`config.mk`:
```
export PLATFORM = sky130hd
export DESIGN_NAME = dma_xfer_engine
export DESIGN_NICKNAME = d
export VERILOG_FILES = /design/src/rtl/dma_xfer_pkg.sv /design/src/rtl/dma_rst_sync.sv /design/src/rtl/dma_beat_plan.sv /design/src/rtl/dma_hold_reg.sv /design/src/rtl/dma_seq_fsm.sv /design/src/rtl/dma_xfer_engine.sv
export SDC_FILE = /design/constraint.sdc
export NUM_CORES = 1
export LEC_CHECK = 0
export BUFFER_PORTS_ARGS = -buffer_cell sky130_fd_sc_hd__buf_2
export CELL_PAD_IN_SITES_DETAIL_PLACEMENT = 0
export CELL_PAD_IN_SITES_GLOBAL_PLACEMENT = 1
export CORE_MARGIN = 2
export CORE_UTILIZATION = 36
export CTS_CLUSTER_SIZE = 10
export DETAILED_ROUTE_END_ITERATION = 10
export GPL_TIMING_DRIVEN = 1
export PLACE_DENSITY_LB_ADDON = 0.25
export SETUP_SLACK_MARGIN = 0.3
export SYNTH_ARGS = -nofsm -noshare
export SYNTH_HDL_FRONTEND = slang
export SYNTH_HIERARCHICAL = 1
export SYNTH_SLANG_ARGS = --single-unit
```
`constraint.sdc`:
```
create_clock -name clk -period 3 [get_ports clk]
set_input_delay 0.15 -clock clk [delete_from_list [all_inputs] [get_ports clk]]
set_output_delay 0.15 -clock clk [all_outputs]
set_load 0.01 [all_outputs]
```
`src/rtl/dma_xfer_pkg.sv`:
```
package dma_xfer_pkg;

  localparam logic [1:0] BW8 = 2'd0;

  typedef enum logic [2:0] {
    ST_IDLE,
    ST_READ,
    ST_GAP,
    ST_WRITE,
    ST_DONE
  } xfer_state_e;

  // rd_two/wr_two: phase is split into two byte beats
  // rd_wide/wr_wide: phase uses one 16-bit access
  typedef struct packed {
    logic rd_two;
    logic wr_two;
    logic rd_wide;
    logic wr_wide;
  } beat_plan_t;

endpackage

```
`src/rtl/dma_rst_sync.sv`:
```
module dma_rst_sync (
  input  logic clk,
  input  logic rst_n,
  output logic rst_n_sync
);
  logic [1:0] sync_q;

  always_ff @(posedge clk or negedge rst_n) begin
    if (!rst_n) sync_q <= 2'b00;
    else        sync_q <= {sync_q[0], 1'b1};
  end

  assign rst_n_sync = sync_q[1];
endmodule

```
`src/rtl/dma_beat_plan.sv`:
```
module dma_beat_plan
  import dma_xfer_pkg::*;
(
  input  logic       half_i,
  input  logic [1:0] src_w_i,
  input  logic [1:0] dst_w_i,
  output beat_plan_t plan_o
);
  logic src_narrow, dst_narrow;

  always_comb begin
    src_narrow     = (src_w_i == BW8);
    dst_narrow     = (dst_w_i == BW8);
    plan_o.rd_two  = half_i && src_narrow;
    plan_o.wr_two  = half_i && dst_narrow;
    plan_o.rd_wide = half_i && !src_narrow;
    plan_o.wr_wide = half_i && !dst_narrow;
  end
endmodule

```
`src/rtl/dma_hold_reg.sv`:
```
module dma_hold_reg #(
  parameter int DW = 32
) (
  input  logic          clk,
  input  logic          rst_n,
  input  logic          cap_i,
  input  logic          cap_wide_i,
  input  logic          cap_hi_i,
  input  logic [15:0]   rdata_i,
  input  logic          out_en_i,
  input  logic          out_wide_i,
  input  logic          sel_hi_i,
  output logic [DW-1:0] wdata_o
);
  logic [15:0] hold_q, hold_d;

  always_comb begin
    hold_d = hold_q;
    if (cap_i) begin
      if (cap_wide_i)    hold_d = rdata_i;
      else if (cap_hi_i) hold_d[15:8] = rdata_i[7:0];
      else               hold_d[7:0]  = rdata_i[7:0];
    end
  end

  always_ff @(posedge clk or negedge rst_n) begin
    if (!rst_n)     hold_q <= '0;
    else if (cap_i) hold_q <= hold_d;
  end

  always_comb begin
    wdata_o = '0;
    if (out_en_i) begin
      if (out_wide_i)    wdata_o[15:0] = hold_q;
      else if (sel_hi_i) wdata_o[7:0]  = hold_q[15:8];
      else               wdata_o[7:0]  = hold_q[7:0];
    end
  end
endmodule

```
`src/rtl/dma_seq_fsm.sv`:
```
module dma_seq_fsm
  import dma_xfer_pkg::*;
(
  input  logic        clk,
  input  logic        rst_n,
  input  logic        accept_i,
  input  logic        ready_i,
  input  beat_plan_t  plan_i,
  output xfer_state_e state_o,
  output logic        beat_o,
  output logic        req_o,
  output logic        we_o,
  output logic        cap_o,
  output logic        done_o,
  output logic        busy_o
);
  xfer_state_e state_q, state_d;
  logic        beat_q, beat_d;
  logic        rd_last, wr_last;

  assign rd_last = !plan_i.rd_two || beat_q;
  assign wr_last = !plan_i.wr_two || beat_q;

  always_comb begin
    state_d = state_q;
    beat_d  = beat_q;
    unique case (state_q)
      ST_IDLE: if (accept_i) begin
        state_d = ST_READ;
        beat_d  = 1'b0;
      end
      ST_READ: if (ready_i) begin
        if (rd_last) begin
          state_d = ST_GAP;
          beat_d  = 1'b0;
        end else begin
          beat_d = 1'b1;
        end
      end
      ST_GAP: state_d = ST_WRITE;
      ST_WRITE: if (ready_i) begin
        if (wr_last) begin
          state_d = ST_DONE;
          beat_d  = 1'b0;
        end else begin
          beat_d = 1'b1;
        end
      end
      ST_DONE: state_d = ST_IDLE;
      default: state_d = ST_IDLE;
    endcase
  end

  always_ff @(posedge clk or negedge rst_n) begin
    if (!rst_n) begin
      state_q <= ST_IDLE;
      beat_q  <= 1'b0;
    end else begin
      state_q <= state_d;
      beat_q  <= beat_d;
    end
  end

  assign state_o = state_q;
  assign beat_o  = beat_q;
  assign req_o   = (state_q == ST_READ) || (state_q == ST_WRITE);
  assign we_o    = (state_q == ST_WRITE);
  assign cap_o   = (state_q == ST_READ) && ready_i;
  assign done_o  = (state_q == ST_DONE);
  assign busy_o  = (state_q != ST_IDLE);

  // one idle clock between the final read and the first write
  p_one_gap_r2: assert property (@(posedge clk) disable iff (!rst_n)
    (state_q == ST_READ && ready_i && rd_last) |=> (!req_o ##1 (req_o && we_o)));

  // done follows the final write, then the block goes idle
  p_done_after_write_r8: assert property (@(posedge clk) disable iff (!rst_n)
    (state_q == ST_WRITE && ready_i && wr_last) |=> (done_o ##1 !busy_o));

  p_done_pulse_r8: assert property (@(posedge clk) disable iff (!rst_n)
    done_o |=> !done_o);
endmodule

```
`src/rtl/dma_xfer_engine.sv`:
```
module dma_xfer_engine
  import dma_xfer_pkg::*;
#(
  parameter int AW = 32,
  parameter int DW = 32
) (
  input  logic            clk,
  input  logic            rst_n,
  input  logic            start_i,
  input  logic [AW-1:0]   src_addr_i,
  input  logic [AW-1:0]   dst_addr_i,
  input  logic            size_i,
  input  logic [1:0]      src_width_i,
  input  logic [1:0]      dst_width_i,
  input  logic [DW-1:0]   bus_rdata_i,
  input  logic            bus_ready_i,
  output logic            bus_req_o,
  output logic            bus_we_o,
  output logic [AW-1:0]   bus_addr_o,
  output logic [DW-1:0]   bus_wdata_o,
  output logic [DW/8-1:0] bus_be_o,
  output logic            busy_o,
  output logic            done_o
);
  localparam int NBE = DW / 8;

  logic          rst_n_sync;
  logic          accept;
  logic [AW-1:0] src_q, dst_q;
  logic          half_q;
  logic [1:0]    src_w_q, dst_w_q;
  beat_plan_t    plan;
  xfer_state_e   state;
  logic          beat, cap, wide_now;
  logic          unused_rdata_hi;

  dma_rst_sync u_rst (
    .clk        (clk),
    .rst_n      (rst_n),
    .rst_n_sync (rst_n_sync)
  );

  assign accept = start_i && !busy_o;

  always_ff @(posedge clk or negedge rst_n_sync) begin
    if (!rst_n_sync) begin
      src_q   <= '0;
      dst_q   <= '0;
      half_q  <= 1'b0;
      src_w_q <= '0;
      dst_w_q <= '0;
    end else if (accept) begin
      src_q   <= src_addr_i;
      dst_q   <= dst_addr_i;
      half_q  <= size_i;
      src_w_q <= src_width_i;
      dst_w_q <= dst_width_i;
    end
  end

  dma_beat_plan u_plan (
    .half_i  (half_q),
    .src_w_i (src_w_q),
    .dst_w_i (dst_w_q),
    .plan_o  (plan)
  );

  dma_seq_fsm u_fsm (
    .clk      (clk),
    .rst_n    (rst_n_sync),
    .accept_i (accept),
    .ready_i  (bus_ready_i),
    .plan_i   (plan),
    .state_o  (state),
    .beat_o   (beat),
    .req_o    (bus_req_o),
    .we_o     (bus_we_o),
    .cap_o    (cap),
    .done_o   (done_o),
    .busy_o   (busy_o)
  );

  dma_hold_reg #(.DW(DW)) u_hold (
    .clk        (clk),
    .rst_n      (rst_n_sync),
    .cap_i      (cap),
    .cap_wide_i (plan.rd_wide),
    .cap_hi_i   (beat),
    .rdata_i    (bus_rdata_i[15:0]),
    .out_en_i   (state == ST_WRITE),
    .out_wide_i (plan.wr_wide),
    .sel_hi_i   (beat),
    .wdata_o    (bus_wdata_o)
  );

  assign unused_rdata_hi = ^bus_rdata_i[DW-1:16];

  assign wide_now   = bus_we_o ? plan.wr_wide : plan.rd_wide;
  assign bus_addr_o = (bus_we_o ? dst_q : src_q) + AW'(beat);

  always_comb begin
    bus_be_o = '0;
    if (bus_req_o) bus_be_o = {{(NBE-2){1'b0}}, wide_now, 1'b1};
  end

  // accepted start leads to a read at the source address
  p_start_reads_src_r1: assert property (@(posedge clk) disable iff (!rst_n_sync)
    (start_i && !busy_o) |=> (bus_req_o && !bus_we_o && bus_addr_o == $past(src_addr_i)));

  // a cycle waiting for ready holds its request, address and control
  p_wait_hold_r7: assert property (@(posedge clk) disable iff (!rst_n_sync)
    (bus_req_o && !bus_ready_i) |=> (bus_req_o && $stable(bus_addr_o)
                                     && $stable(bus_we_o) && $stable(bus_be_o)));

  // only byte or halfword strobes on a live cycle
  p_lane_shape_r10: assert property (@(posedge clk) disable iff (!rst_n_sync)
    bus_req_o |-> (bus_be_o == NBE'(1) || bus_be_o == NBE'(3)));
endmodule

```
==> results.md, run 1 <==
- Yosys warnings: 6
- Clk root buf: clkbuf_16
- Unique masters post-synth: 61
- Tot Pwr: 7910 uW
- Die area: 0.0161 mm^2
- Critical Path RT: about 2.9 ns
- Cells after Synth: 479
- Worst VDD drop: 0.000472 V
- WL per Instance: 17.5 um
- Worst setup EP type: output port
- Die Ht: 127 um
- Fin crit share: approximately 100%
- Fin crit period: ~2.9 ns
- Slew headroom: between 30% and 40%
- Peak fanout along the critical path: 8
- Pwr Density: 1060 mW/mm^2
- Initial core utilization: 37.1%
- Layout cell share with drive strength beyond 1: 54.4%
- Drt pass-1 iters: 4
- DR iter-0 viols: 257
- Largest net degree at the start of global routing: 90
- Lkg Pwr: 0.00338 uW
- Setup violations, final: 0
- CTS H-tree depth: 3
- Minimum hold slack: 0.0285 ns
- Final hold vios: 0
- Worst setup SP type: flop
- Number of remaining DRC errors: 0
- Congestion Overflow GR: 0
- Synthesized area per cell: 11.3 um^2
- Routed vias/inst: between 5 and 6
- Hold Path Cell Cnt: 2
- Gr usage total: 18.1%
- Die width: 127 um
- FF-to-FF path depth: 7
- I/O pins: roughly 180
- Antenna Nets Post-Route: 0
- Clock skew: ~0.0079 ns
- Hold Crit Class: in -> reg
- EDFF count, synth: 0
- CTS tree: yes
- Ys async rst share: between 90% and 100%
- CTS Buffer Depth: 2
- Worst slew pin tran: 0.906 ns
- Post-Syn Area: 0.00543 mm^2
- RD Place Congestion: 0.870
- Status: completed
- Worst skew pair latency: 0.35 ns
- Global-route wire length before repair: 23100 um
- Final WL: about 15000 um
- Antenna violations before repair: 1
- Nets@finish: 765
- # Max-Cap Violations: 0
- Fmax: 343 MHz
- Site Rows: 44
- Flops & latches, synth: between 90 and 100
- Vias in the first global route: 4449
- IO buf count: roughly 140
- Via count: 4446
- Sink Count: 91
- Fin. max-slew vios: 0
- Hpwl dp: 9850 um
- Clk slew on worst S/H paths: 0.07 ns
- RSZ-0062 raised after global routing: yes
- Setup CP Type: reg -> out
- Top FF cell, synth: dfrtp_1
- Filler instances: roughly 1300
- CP arrival: 2.77 ns
- Total CTS buffers: 9
- Core Area: 0.0146 mm^2
- Sequential share of the synthesized area: 41.9%
- Synthesis-to-finish area growth: 37.1%
[layout by cell type, fill, tap and decap left out, types with 8 or more instances in the layout]
cell       Yosys  layout
a21oi_1       22      19
and3_1         9       9
buf_2          6     140
buf_4         21      26
buf_6          2      12
clkbuf_16      0      10
conb_1         3      19
dfrtp_1       91      89
mux2_2        80      78
mux2i_1       31      31
nand2_1       28      23
nand3_1       14      13
nand3b_1      14      14
nor2b_1       17      16
o22ai_1       15      15
xnor2_1       20       8
xnor2_2        0      11
[flip-flops by register name, summed over array words and instances, names as in the netlist]
name           flops
dst_q             32
dst_w_q            2
half_q             1
src_q             32
src_w_q            2
u_fsm/beat_o       1
u_fsm/state_o      3
u_hold/hold_q     16
u_rst/sync_q       2
[cell families after synthesis]
group	count (synthesis)	synth area share, %
flip-flops	91	41.9
XOR/XNOR	30	4.84
AO/OA/AOI/OAI	68	9.06
buffers and inverters	45	5.48
adder cells (fa/ha/maj)	3	0.691
AND/OR/NAND/NOR	127	15.2
other	3	0.207
multiplexers	112	22.6
[metrics by stage]
step | cells | TNS, ns | instance area [um^2] | util, % | setup WS (ns)
2_1_floorplan | 495 | 0 | 5620 | - | 0.135
3_3_place_gp | 789 | 0 | 6360 | 43.5 | 0.215
3_5_place_dp | 789 | 0 | 6360 | 43.5 | 0.110
4_1_cts | 836 | 0 | 7120 | 48.6 | 0.00982
5_1_grt | 846 | -0.0712 | 7440 | 50.8 | -0.0284
6_report | 847 | 0 | 7440 | 50.8 | 0.0845
[repair_timing]
| action | CTS | global route |
|---|---|---|
| hold endpoints to repair | 2 | 0 |
| hold buffers | 1 | 0 |
| pin swaps | 21 | 22 |
| endpoints found under the setup margin | 23 | 29 |
| setup buffers | 27 | 9 |
| cloned | 3 | 1 |
| resized for setup | 32 | 36 |
[metal layers]
metal	global-route usage [%]	part of all wire, %	vias to the layer above
li1	-	-	2078
met1	23.3	43	2209
met2	29.8	50	133
met3	4.68	5.6	26
met4	5.88	1.9	0
met5	0	0	-
[synth_stat cells (9+ instances only)]
library cell / instances / area, um^2
a21oi_1: 22 / 110
nand2_1: 28 / 105
nand3b_1: 14 / 105
dfrtp_1: 91 / 2280
and3_1: 9 / 56.3
nand3_1: 14 / 70.1
xor2_1: 10 / 87.6
xnor2_1: 20 / 175
buf_4: 21 / 158
mux2_2: 80 / 901
o22ai_1: 15 / 93.8
nor2b_1: 17 / 106
clkbuf_1: 9 / 33.8
mux2i_1: 31 / 310
[critical path, stage by stage, from the launching register on]
cell and delay, ns:
dfrtp_2 0.42, nor2b_4 0.11, and2_4 0.21, mux2_4 0.19
ha_4 0.13, nand4b_1 0.18, a22oi_4 0.32, nand4_4 0.13
buf_12 0.18, nor4b_4 0.25, xnor2_1 0.15, buf_2 0.15
[worst paths after layout]
| check | start | endpoint | slack (ns) |
|---|---|---|---|
| min reg2reg | u_rst/sync_q[0]$_DFF_PN0_ | u_rst/sync_q[1]$_DFF_PN0_ | 0.36 |
| max reg2reg | u_fsm/state_o[0]$_DFFE_PN0P_ | dst_q[13]$_DFFE_PN0P_ | 0.95 |
| max | u_fsm/state_o[2]$_DFFE_PN0P_ | bus_addr_o[29] | 0.08 |
| max in group asynchronous | u_rst/sync_q[1]$_DFF_PN0_ | u_fsm/state_o[2]$_DFFE_PN0P_ | 2.25 |
| min in group asynchronous | rst_n | u_rst/sync_q[0]$_DFF_PN0_ | 0.11 |
| min | src_addr_i[19] | src_q[19]$_DFFE_PN0P_ | 0.03 |
[layout make-up]
class | instances | area (um^2) | area share [%]
clock inverter | 6 | 52.6 | 0.706
tap | 184 | 230 | 3.09
timing repair buffer | 191 | 1300 | 17.5
antenna | 1 | 2.50 | 0.0336
multi-input combinational | 359 | 3310 | 44.5
sequential | 91 | 2280 | 30.7
inverter | 5 | 21.3 | 0.286
clock buffer | 10 | 239 | 3.21
[where the power goes]
part | internal, uW | leakage [uW] | switching (uW)
Clock | 601 | 0.000145 | 520
Combinational | 2250 | 0.00214 | 2060
Sequential | 1840 | 0.00109 | 636
Total | 4690 | 0.00338 | 3220
Power figures use the tool's default switching activity.
==> run 2, diff against run 1 <==
- CORE_ASPECT_RATIO: not set -> 0.7
- CTS_CLUSTER_DIAMETER: not set -> 60
- RECOVER_POWER: not set -> 25
==> run 2 against run 1 <==
Compared with the run above:
- wire length shrank 4.4%
- flip-flop and latch count is the same
- global-route usage shrank 0.072 points
- sequential share of layout area grew 1.6 points
- clock skew grew 0.0020 ns
- design area shrank 4.9%
- largest cell class unchanged
- clock power grew 12%
- the run now ends with max-capacitance violations, max-slew violations left
- first-iteration DRC count shrank 35%
- utilization shrank 2.8 points
==> results.md, run 2 (synthesis gave the netlist of run 1 again) <==
- Worst VDD drop: 0.000337 V (-29%)
- Placed Area: 0.00637 mm^2 (+0.18%)
- Antenna Nets Post-Route: 0 (unchanged)
- Fmax: 343 MHz (about the same)
- RD Place Congestion: 0.799 (-8.1%)
- Worst setup EP type: output port
- Peak fanout along the critical path: 4 (-4)
- Layout cell share with drive strength beyond 1: 51.3% (-3.1 points)
- CTS tree: yes
- Total CTS buffers: 9 (unchanged)
- ANT cells: 0 (-1)
- Slew headroom: -0.609% (-40 points)
- Gr usage total: 18.0% (-0.072 points)
- CP arrival: 2.76 ns (about the same)
- Hpwl dp: 10300 um (+4.9%)
- # Max-Cap Violations: 1 (+1)
- Antenna violations before repair: 1 (unchanged)
- Status: finished with violations
- IO buf count: 142 (unchanged)
- Cell area after layout: 0.00707 mm^2 (-4.9%)
- Final WL: 14200 um (-4.4%)
- Synthesis-to-finish area growth: 30.3%
- Psw: 3030 uW (-5.8%)
- Dpl ws: 0.109 ns (-0.00156 ns)
- Worst skew pair latency: 0.34 ns (about the same)
- Combinational share of power: 50.3% (-4.2 points)
- Multi-input gate area: 0.00319 mm^2 (-3.6%)
- I/O pins: 177 (unchanged)
- DR iter-0 viols: 168 (-35%)
- Critical Path RT: 2.85 ns (about the same)
- Worst slew pin tran: 1.51 ns (+0.604 ns)
- RSZ-0062 raised after global routing: yes
- Vias in the first global route: 4348 (-2.3%)
- Most frequent cells in the layout: buf_2, dfrtp_1, mux2_2
- Int Power: 4510 uW (-4.0%)
- FF-to-FF path depth: 8 (+1)
- Biggest regs: dst_q: 32 flops, src_q: 32 flops, u_hold/hold_q: 16 flops
- Core Area: 0.0147 mm^2 (+0.53%)
- Global-route wire length before repair: 22400 um (-2.9%)
- Fin crit share: 97.1% (about the same)
- Fin. max-slew vios: 69 (+69)
- Largest net degree at the start of global routing: 72 (-20%)
- Hold Crit Class: in -> reg
- Clk root buf: clkbuf_16
- Fin crit period: 2.91 ns (-0.00191 ns)
- Drt pass-1 iters: 4 (unchanged)
- Final WS setup: 0.0864 ns (+0.00191 ns)
- Sequential power share: 33.1% (+1.8 points)
- Setup violations, final: 0 (unchanged)
- Filler instances: 1376 (+4.3%)
- FF+latch area: 0.00228 mm^2 (about the same)
- Clock skew: 0.00989 ns (+0.00199 ns)
- Hold Path Cell Cnt: 2 (unchanged)
- WL per Instance: 16.9 um (-3.6%)
- Initial core utilization: 36.9% (-0.20 points)
- Worst setup SP type: flop
- Site Rows: 37 (-16%)
- Die area: 0.0161 mm^2 (+0.10%)
- Setup CP Type: reg -> out
- Die width: 151 um (+19%)
- Routed vias/inst: 5.08 (-3.3%)
- Die Ht: 107 um (-16%)
- Commonest non-fill, non-tap cell in the layout: buf_2
- Final hold vios: 0 (unchanged)
- Clk slew on worst S/H paths: 0.07 ns (about the same)
- Number of remaining DRC errors: 0 (unchanged)
- Failing checks: max-capacitance violations, max-slew violations
- Sink Count: 91 (unchanged)
- Congestion Overflow GR: 0 (unchanged)
- Via count: 4263 (-4.1%)
- Nets@finish: 748 (-2.2%)
- Sw frac: 40.2% (-0.46 points)
- Clock Power Share: 16.6% (+2.4 points)
- CTS Buffer Depth: 2 (unchanged)
- Lkg Pwr: 0.00319 uW (-5.7%)
- Pwr Density: 1070 mW/mm^2 (+0.19%)
- CTS H-tree depth: 3 (unchanged)
-- run 2: cell types whose count changed in the layout (fill, tap and decap cells not counted), sizes merged --
cell	delta
buf	-16
bufbuf	-1
bufinv	+2
clkbuf	+1
clkinvlp	+1
diode	-1
inv	-4
-- run 2: cell type report --
| class | count | share of cell area, % |
|---|---|---|
| Timing Repair Buffer | 174 | 14.3 |
| Sequential cell | 91 | 32.2 |
| Tap cell | 195 | 3.45 |
| Clock buffer | 11 | 3.43 |
| Clock inverter | 5 | 1.20 |
| Multi-Input combinational cell | 359 | 45.1 |
| Inverter | 5 | 0.265 |
-- run 2: metal layers --
layer  part of all wire, %  GRT usage, %
met1                    49          25.7
met2                    44          27.6
met3                   6.5          4.13
met4                   1.2          4.87
met5                 0.099             0
-- run 2: power groups by stage --
stage               Combinational, uW  Sequential, uW  Clock (uW)
global route                     4140            2610        1330
floorplan                        2780            2300           0
finish                           3790            2500        1250
global placement                 3540            2490           0
CTS                              3710            2490        1280
detailed placement               3600            2520           0
-- run 2: per-stage QoR --
stage | TNS (ns) | utilization [%] | cells | total power [uW] | hold WS (ns)
after floorplan | 0 | - | 495 | 5080 | -0.146
after global placement | 0 | 43.3 | 803 | 6040 | -0.0650
after detailed placement | 0 | 43.3 | 803 | 6120 | -0.0628
after CTS | 0 | 46.6 | 831 | 7480 | 0.0201
after global routing | -0.0238 | 48.1 | 840 | 8080 | 0.0258
final | 0 | 48.1 | 840 | 7540 | 0.0337
-- run 2: worst paths after layout --
path | startpoint | endpoint | slack [ns]
max | u_fsm/state_o[0]$_DFFE_PN0P_ | bus_addr_o[25] | 0.09
min | dst_addr_i[31] | dst_q[31]$_DFFE_PN0P_ | 0.03
max reg2reg | u_fsm/state_o[0]$_DFFE_PN0P_ | u_fsm/beat_o$_DFFE_PN0P_ | 0.90
min reg2reg | u_rst/sync_q[0]$_DFF_PN0_ | u_rst/sync_q[1]$_DFF_PN0_ | 0.36
max in group asynchronous | u_rst/sync_q[1]$_DFF_PN0_ | u_fsm/state_o[1]$_DFFE_PN0P_ | 1.34
min in group asynchronous | rst_n | u_rst/sync_q[0]$_DFF_PN0_ | 0.11
-- run 2: critical path, stage by stage (launching register included) --
cell,delay [ns]
dfrtp_1,0.39
nor2b_4,0.13
and2_4,0.18
mux2_4,0.22
ha_4,0.13
nand4b_1,0.18
a22oi_4,0.31
buf_6,0.13
buf_6,0.08
nand4_1,0.15
nor3b_2,0.24
xnor2_1,0.14
buf_2,0.15
-- run 2: repair_timing --
action                                  in CTS  in global routing
setup buffers                               11                  9
gates resized for setup                     11                 29
endpoints found under the hold margin        2                  0
hold buffers                                 1                  0
endpoints found under the setup margin      26                 26
pin swaps                                    9                 13
